[src/rtl/ring_ptr_pkg.sv]
package ring_ptr_pkg;
    localparam int PTR_W   = 8;
    localparam int IDX_W   = 7;
    localparam int DEPTH_W = 8;

    typedef logic [PTR_W-1:0] ring_ptr_t;

    // Step a pointer by one table; passing the last slot inverts the lap flag
    function automatic ring_ptr_t ptr_advance(ring_ptr_t p, logic [DEPTH_W-1:0] depth);
        logic [DEPTH_W-1:0] nxt;
        nxt = {1'b0, p[IDX_W-1:0]} + DEPTH_W'(1);
        if (nxt >= depth)
            return {~p[PTR_W-1], {IDX_W{1'b0}}};
        else
            return {p[PTR_W-1], nxt[IDX_W-1:0]};
    endfunction
endpackage

[src/rtl/ring_cfg_check.sv]
module ring_cfg_check
    import ring_ptr_pkg::*;
#(
    parameter int MAX_TABLES  = 128,
    parameter int MAX_ENTRIES = 256,
    parameter bit ONE_TABLE   = 1'b0,
    localparam int ENT_CNT_W  = $clog2(MAX_ENTRIES) + 1
) (
    input  logic [DEPTH_W-1:0]   cfg_depth,
    input  logic [ENT_CNT_W-1:0] cfg_entries,
    output logic [DEPTH_W-1:0]   depth_eff,
    output logic                 cfg_ok
);
    logic depth_ok;
    logic entries_ok;

    generate
        if (ONE_TABLE) begin : g_single
            assign depth_eff = DEPTH_W'(1);
            assign depth_ok  = 1'b1;
        end else begin : g_ring
            assign depth_eff = cfg_depth;
            assign depth_ok  = (cfg_depth != '0) && (cfg_depth <= DEPTH_W'(MAX_TABLES));
        end
    endgenerate

    assign entries_ok = (cfg_entries != '0) && (cfg_entries <= ENT_CNT_W'(MAX_ENTRIES));
    assign cfg_ok     = depth_ok && entries_ok;
endmodule

[src/rtl/ring_entry_cursor.sv]
module ring_entry_cursor #(
    parameter int MAX_ENTRIES = 256,
    localparam int ENT_CNT_W  = $clog2(MAX_ENTRIES) + 1,
    localparam int ENT_IDX_W  = $clog2(MAX_ENTRIES)
) (
    input  logic                 clk,
    input  logic                 rst_n,
    input  logic                 clear,
    input  logic                 active,
    input  logic                 entry_done,
    input  logic                 table_done,
    input  logic [ENT_CNT_W-1:0] entries,
    output logic [ENT_IDX_W-1:0] ent_idx,
    output logic                 tbl_adv
);
    typedef struct packed {
        logic [ENT_IDX_W-1:0] ent;
    } cur_t;

    cur_t cur_d, cur_q;
    logic last_ent;

    always_comb begin
        last_ent = ({1'b0, cur_q.ent} == (entries - ENT_CNT_W'(1)));
        tbl_adv  = active && (table_done || (entry_done && last_ent));
        cur_d    = cur_q;
        if (clear)
            cur_d.ent = '0;
        else if (tbl_adv)
            cur_d.ent = '0;
        else if (active && entry_done)
            cur_d.ent = cur_q.ent + ENT_IDX_W'(1);
    end

    always_ff @(posedge clk or negedge rst_n) begin
        if (!rst_n)
            cur_q <= '0;
        else
            cur_q <= cur_d;
    end

    assign ent_idx = cur_q.ent;
endmodule

[src/rtl/ring_offset_calc.sv]
module ring_offset_calc
    import ring_ptr_pkg::*;
#(
    parameter int MAX_ENTRIES = 256,
    parameter int PAGE_SHIFT  = 12,
    localparam int ENT_CNT_W  = $clog2(MAX_ENTRIES) + 1,
    localparam int ENT_IDX_W  = $clog2(MAX_ENTRIES),
    localparam int OFF_W      = IDX_W + ENT_CNT_W + PAGE_SHIFT
) (
    input  logic [IDX_W-1:0]     tbl,
    input  logic [ENT_CNT_W-1:0] entries,
    input  logic [ENT_IDX_W-1:0] ent,
    output logic [OFF_W-1:0]     off
);
    logic [OFF_W-1:0] page_num;

    always_comb begin
        page_num = OFF_W'(tbl) * OFF_W'(entries) + OFF_W'(ent);
        off      = page_num << PAGE_SHIFT;
    end
endmodule

[src/rtl/ring_ptr_mgr.sv]
module ring_ptr_mgr
    import ring_ptr_pkg::*;
#(
    parameter int MAX_TABLES  = 128,
    parameter int MAX_ENTRIES = 256,
    parameter int PAGE_SHIFT  = 12,
    parameter bit ONE_TABLE   = 1'b0,
    localparam int ENT_CNT_W  = $clog2(MAX_ENTRIES) + 1,
    localparam int ENT_IDX_W  = $clog2(MAX_ENTRIES),
    localparam int OFF_W      = IDX_W + ENT_CNT_W + PAGE_SHIFT
) (
    input  logic                 clk,
    input  logic                 rst_n,
    input  logic                 eng_run,
    input  logic [DEPTH_W-1:0]   cfg_depth,
    input  logic [ENT_CNT_W-1:0] cfg_entries,
    input  logic                 sw_wp_we,
    input  logic [PTR_W-1:0]     sw_wp,
    input  logic                 ptr_clear,
    input  logic                 entry_done,
    input  logic                 table_done,
    output logic [PTR_W-1:0]     rd_ptr,
    output logic [PTR_W-1:0]     wr_ptr,
    output logic                 ring_empty,
    output logic                 ring_full,
    output logic                 dma_stall,
    output logic                 cfg_err,
    output logic [IDX_W-1:0]     tbl_idx,
    output logic [ENT_IDX_W-1:0] ent_idx,
    output logic [OFF_W-1:0]     byte_off
);
    typedef struct packed {
        ring_ptr_t rd;
        ring_ptr_t wr;
    } ptr_state_t;

    ptr_state_t st_d, st_q;

    logic [DEPTH_W-1:0] depth_eff;
    logic               cfg_ok;
    logic               active;
    logic               clear_ok;
    logic               wp_ok;
    logic               tbl_adv;

    ring_cfg_check #(
        .MAX_TABLES (MAX_TABLES),
        .MAX_ENTRIES(MAX_ENTRIES),
        .ONE_TABLE  (ONE_TABLE)
    ) u_cfg (
        .cfg_depth  (cfg_depth),
        .cfg_entries(cfg_entries),
        .depth_eff  (depth_eff),
        .cfg_ok     (cfg_ok)
    );

    always_comb begin
        ring_empty = (st_q.rd == st_q.wr);
        ring_full  = (st_q.rd[IDX_W-1:0] == st_q.wr[IDX_W-1:0]) &&
                     (st_q.rd[PTR_W-1] != st_q.wr[PTR_W-1]);
        active     = eng_run && cfg_ok && !ring_empty;
        dma_stall  = eng_run && !active;
        clear_ok   = ptr_clear && !eng_run;
        wp_ok      = sw_wp_we && cfg_ok && ({1'b0, sw_wp[IDX_W-1:0]} < depth_eff);
    end

    ring_entry_cursor #(
        .MAX_ENTRIES(MAX_ENTRIES)
    ) u_cursor (
        .clk       (clk),
        .rst_n     (rst_n),
        .clear     (clear_ok),
        .active    (active),
        .entry_done(entry_done),
        .table_done(table_done),
        .entries   (cfg_entries),
        .ent_idx   (ent_idx),
        .tbl_adv   (tbl_adv)
    );

    always_comb begin
        st_d = st_q;
        if (clear_ok) begin
            st_d.rd = '0;
            st_d.wr = '0;
        end else begin
            if (wp_ok)
                st_d.wr = sw_wp;
            if (tbl_adv)
                st_d.rd = ptr_advance(st_q.rd, depth_eff);
        end
    end

    always_ff @(posedge clk or negedge rst_n) begin
        if (!rst_n)
            st_q <= '0;
        else
            st_q <= st_d;
    end

    assign rd_ptr  = st_q.rd;
    assign wr_ptr  = st_q.wr;
    assign cfg_err = !cfg_ok;
    assign tbl_idx = st_q.rd[IDX_W-1:0];

    ring_offset_calc #(
        .MAX_ENTRIES(MAX_ENTRIES),
        .PAGE_SHIFT (PAGE_SHIFT)
    ) u_off (
        .tbl    (tbl_idx),
        .entries(cfg_entries),
        .ent    (ent_idx),
        .off    (byte_off)
    );
endmodule

[config.mk]
export PLATFORM = sky130hd
export DESIGN_NAME = ring_ptr_mgr
export DESIGN_NICKNAME = d
export VERILOG_FILES = /design/src/rtl/ring_ptr_pkg.sv /design/src/rtl/ring_cfg_check.sv /design/src/rtl/ring_entry_cursor.sv /design/src/rtl/ring_offset_calc.sv /design/src/rtl/ring_ptr_mgr.sv
export SDC_FILE = /design/constraint.sdc
export NUM_CORES = 1
export LEC_CHECK = 0
export BUFFER_PORTS_ARGS = -buffer_cell sky130_fd_sc_hd__buf_2
export CAP_MARGIN = 25
export CORE_UTILIZATION = 55
export CTS_CLUSTER_SIZE = 28
export DETAILED_ROUTE_END_ITERATION = 16
export PLACE_DENSITY_LB_ADDON = 0.2
export SLEW_MARGIN = 10
export SYNTH_ARGS = -nofsm -noshare
export SYNTH_HDL_FRONTEND = slang
export SYNTH_SLANG_ARGS = --single-unit
export TNS_END_PERCENT = 1
[constraint.sdc]
create_clock -name clk -period 10.1 [get_ports clk]
set_clock_uncertainty 0.2 [all_clocks]
set_input_delay 2.02 -clock clk [delete_from_list [all_inputs] [get_ports clk]]
set_output_delay 2.02 -clock clk [all_outputs]
set_load 0.02 [all_outputs]
## Word-level counts from Yosys, hierarchy flattened

Cells that the tools add are included.

- Add/subtract/negate cells: 4
- Multipliers: 1
- Order comparisons: 4
- Equal/unequal tests: 4
- Multiplexer cells: 7
- Bitwise logic cells: 1
- Reduce and logical (&&, ||, !) cells: 25

Operators by type and width:

| cell | number |
|---|---|
| $mux 8 | 6 |
| $add 16x8->16 | 1 |
| $mul 7x9->16 | 1 |
| $mux 16 | 1 |
| $logic_and 1x1->1 | 13 |
| $eq 8x9->1 | 1 |
| $le 9x9->1 const B | 1 |
| $reduce_bool 9->1 | 1 |
| $sub 9x1->9 const B | 1 |
| $add 7x1->8 const B | 1 |
| $add 8x1->8 const B | 1 |
| $eq 8x8->1 | 1 |
| $ge 8x8->1 | 1 |
| $le 8x8->1 const B | 1 |
| $lt 7x8->1 | 1 |
| $reduce_bool 8->1 | 1 |
| $eq 7x7->1 | 1 |
| $reduce_bool 2->1 | 3 |
| $logic_not 1->1 | 4 |
| $reduce_bool 3->1 | 1 |
| $reduce_and 2->1 | 1 |
| $logic_or 1x1->1 | 1 |
| $ne 1x1->1 | 1 |
| $not 1->1 | 1 |

- Flip-flop bits (word level): 24
- Bits of input ports: 32
- Output and inout bits: 63
- Logic and storage cells: 50

## Depth between registers and ports, before layout

- Depth after elaboration: 9
- Depth in mapped cells: 18
- Gate-level depth less buffers: 17

## By module

Synthesis repeated with hierarchy kept, for this count alone.

- Cell total of the unflattened synthesis: 518
- Area, all modules: 4559.4 µm²

Modules (own cells, without submodules):

| module | times used | cells an instance | area an instance (µm²) | sequential area each (µm²) |
|---|---|---|---|---|
| ring_offset_calc | 1 | 274 | 2376.0 | 0.0 |
| ring_ptr_mgr | 1 | 137 | 1276.2 | 400.4 |
| ring_entry_cursor | 1 | 90 | 759.5 | 200.2 |
| ring_cfg_check | 1 | 17 | 147.6 | 0.0 |

## Worst setup path before layout

OpenSTA, ideal clock, no wires.

- Path kind: input -> output
- Start: input port cfg_entries[0]
- End: output port byte_off[27]
- Arrival time: 6.101 ns
- Data required time: 7.880 ns
- Slack: 1.779 ns
- Stages: 16
- Path buffers: 1
- Path through: clkbuf_1 > nand2_1 > fa_1 > fa_1 > inv_1 > fa_1 > inv_1 > fa_1 > inv_1 > ha_1 > o21a_1 > o21ai_0 > o311ai_0 > o21ai_0 > o21ai_0 > xnor2_1

- Cells in the longest elaborated chain, start to end: 2

Ends and longest elaborated chain:

| item | RTL line | text |
|---|---|---|
| from (decl) | ring_ptr_mgr.sv:16 | `input logic [ENT_CNT_W-1:0] cfg_entries,` |
| $mul 7x9->16 | ring_offset_calc.sv:18 | `page_num = OFF_W'(tbl) * OFF_W'(entries) + OFF_W'(ent);` |
| $add 16x8->16 | ring_offset_calc.sv:18 |  |
| to (decl) | ring_ptr_mgr.sv:30 | `output logic [OFF_W-1:0] byte_off` |

Every way passes these cells.

## Worst setup path after layout

- Start: input port cfg_entries[3]
- End: output port byte_off[27]

Same word-level chain as after synthesis.

==> flow_summary.yaml <==
run_status:
  outcome: "finished clean"
die:
  start_util_pct: 57.5
  dieArea_um2: 8520
  io_pins: 95
  core_area_um2: 7810
  rows: 32
  die_h_um: 92.3
  dieWidth_um: 92.3
run:
  cap_violations: 0
detailed_routing:
  antenna_left: 0
  viasPerCell: 5.46
  first_iter_violations: 169
  num_vias: 3735
  totalWireLength_mm: 9.49
  drcViolationCount: 0
  firstDrtPassIters: 4
  wl_per_cell_um: 13.9
power_and_ir_drop:
  switchingPower_w: 0.000103
  p_int_w: 0.000173
  power.leakage_nw: 2.74
  seqPwrFrac_pct: 39.0
  pwr-share-clk_pct: 24.5
  ir_drop_v: 0.0000663
  sw_frac_of_total_pct: 37.3
  combPwrFrac_pct: 36.5
  power_density_nw_per_um2: 56.4
clocking:
  clk_pin_slew_ps: 90
  numCtsBuffers: 3
  cts_htree_levels: 1
  cts_sinks: 24
  cts_tree: "yes"
  post-cts-setup-buffer-count: 0
  clockRootBuffer: "clkbuf_8"
  hold_buffers: 0
  worstSkewPairLatency_ps: 270
  ctsResizeCount: 0
  clockBufferDepth: 2
sta:
  timing.setup.tns_ps: 0
  slew_headroom_pct: 44.7
  fin_crit_ps: 8790
  rsz0062_at_grt: "no"
  setup_ws_ps: 1310
  finalMaxSlewViolations: 0
  final-setup-viol-count: 0
  hold_viol: 0
  fin_crit_sh_pct: 87.0
  fmax_mhz: 114
  worst_pin_slew_ps: 822
placement:
  hpwl_mm: 7.62
  io_buffers: 82
  post-place-ws_ps: 1360
  gp_congestion: 0.804
global_routing:
  grtUsageMet3_pct: 2.71
  grt_max_degree: 25
  use_met2_pct: 41.0
  overflow: 0
  antenna_found_initial: 0
  grt_pass1_wl_mm: 16.4
  busiest_layer: "met2"
  grt_pass1_vias: 3662
  grt_util_met1_pct: 32.3
  grt_use_total_pct: 23.5
critical_path:
  rr_startpoint: "rd_ptr[0]"
  worstPathMaxFanout: 13
  cp-startpoint: "cfg_entries[3]"
  start_kind: "input port"
  end_kind: "output pin"
  cp.required_ps: 7880
  cp_data_arrival_time_ps: 6570
  critical_path_class: "input port to output pin"
finish:
  area.growth.synth_to_final_pct: 8.67
  multi_input_area_um2: 3380
  drive_above_1_share_pct: 17.2
  n_antenna_cell: 0
  ff_latch_area_um2: 601
  layout.nets: 711
  fill_cells: 711
yosys:
  ys_seq_area_share_pct: 13.4
  yosys_most_used_dff: "dfrtp_1"
  syn_inst: 526
  synth_enable_flop_cells: 0
  synth_cell_types: 56
  async_reset_ff_share_pct: 100
  synth.avg_cell_area_um2: 8.53
  yosysWarnings: 0
  synth_seq_cells: 24
  syn_area_um2: 4490
worst_hold_path:
  worst_hold_startpoint: "rd_ptr[7]"
  min_path_type: "flip-flop to flip-flop"
-- per-stage QoR --
stage,area [µm²],instances,power (W),hold slack (ps),utilization (%)
floorplan,4530,537,0.000183,418,-
global placement,4820,680,0.000206,319,61.7
detailed placement,4820,680,0.000209,323,61.7
CTS,4880,684,0.000276,336,62.5
global route,4880,684,0.000292,367,62.5
finish,4880,684,0.000275,335,62.5
-- cell type report --
type                            instances  share of cell area [%]
Sequential cell                        24                    12.3
Multi-Input combinational cell        392                    69.3
Clock buffer                            4                    1.13
Inverter                               79                    6.08
Tap cell                              102                    2.62
Timing Repair Buffer                   83                    8.57
-- registers in the layout (all words and copies together), names as in the netlist --
| register | cells |
|---|---|
| rd_ptr | 8 |
| u_cursor.ent_idx | 8 |
| wr_ptr | 8 |
-- Yosys cell counts (5+ instances only) --
master / n / area (µm²)
buf_4: 19 / 143
and2_1: 43 / 269
a21oi_1: 14 / 70.1
inv_1: 79 / 297
fa_1: 42 / 841
a21o_1: 6 / 45.0
nand3_1: 10 / 50.1
clkbuf_1: 13 / 48.8
xnor2_1: 26 / 228
nor2_1: 26 / 97.6
nand2b_1: 5 / 31.3
nand2_1: 38 / 143
buf_2: 7 / 35.0
nand4_1: 6 / 37.5
and3_1: 9 / 56.3
o21ai_0: 16 / 80.1
mux2i_1: 9 / 90.1
dfrtp_1: 24 / 601
nor3_2: 6 / 60.1
nor2b_1: 5 / 31.3
o21ai_1: 10 / 50.1
xor2_1: 12 / 105
ha_1: 54 / 676
-- worst paths after layout --
path | to | slack [ps] | cells past startpoint
max | byte_off[27] | 1310 | 18
min | rd_ptr[7] | 340 | 1
max reg2reg | rd_ptr[6] | 6460 | 9
min reg2reg | rd_ptr[7] | 340 | 1
max in group asynchronous | wr_ptr[4] | 7820 | 1
min in group asynchronous | u_cursor.ent_idx[4] | 1520 | 1
-- critical path, cell delays in order --
cell	delay [ps]
buf_2	170
and2_1	200
fa_1	530
inv_1	50
fa_1	480
inv_1	60
fa_1	530
inv_1	50
fa_1	520
inv_1	40
ha_1	330
o21a_1	120
o21ai_0	90
o311ai_0	600
o21ai_0	190
o21ai_0	240
xnor2_1	140
buf_2	180
-- cell families after synthesis --
group	after synthesis	share of synthesized area [%]
buffers and inverters	121	12.2
other	1	0.0836
adders and majority gates	96	33.8
xor gates and xnor gates	38	7.42
AOI/OAI and AO/OA	68	9.65
muxes	9	2.01
DFF	24	13.4
and+or+nand+nor	169	21.4
-- routing by layer --
layer	wire, µm	share of wire (%)
met1	4290	45
met2	4710	50
met3	432	4.6
met4	64	0.67
met5	0	0
-- power groups by stage --
stage | combinational (W) | sequential [W] | clock [W]
2_1_floorplan | 0.0000728 | 0.000110 | 0
3_3_place_gp | 0.0000977 | 0.000109 | 0
3_5_place_dp | 0.000100 | 0.000109 | 0
4_1_cts | 0.000101 | 0.000107 | 0.0000682
5_1_grt | 0.000112 | 0.000108 | 0.0000716
6_report | 0.000100 | 0.000107 | 0.0000674
-- cell usage in the layout (no fill, tap or decap), types with 10 or more instances in the layout --
cell / instances
dfrtp_1: 24
o21ai_0: 16
nand3_1: 10
conb_1: 12
o21ai_1: 10
and2_1: 43
buf_2: 82
a21oi_1: 14
nor2_1: 26
fa_1: 42
nand2_1: 38
xor2_1: 12
ha_1: 54
xnor2_1: 26
inv_1: 79
Power figures use the tool's default switching activity.
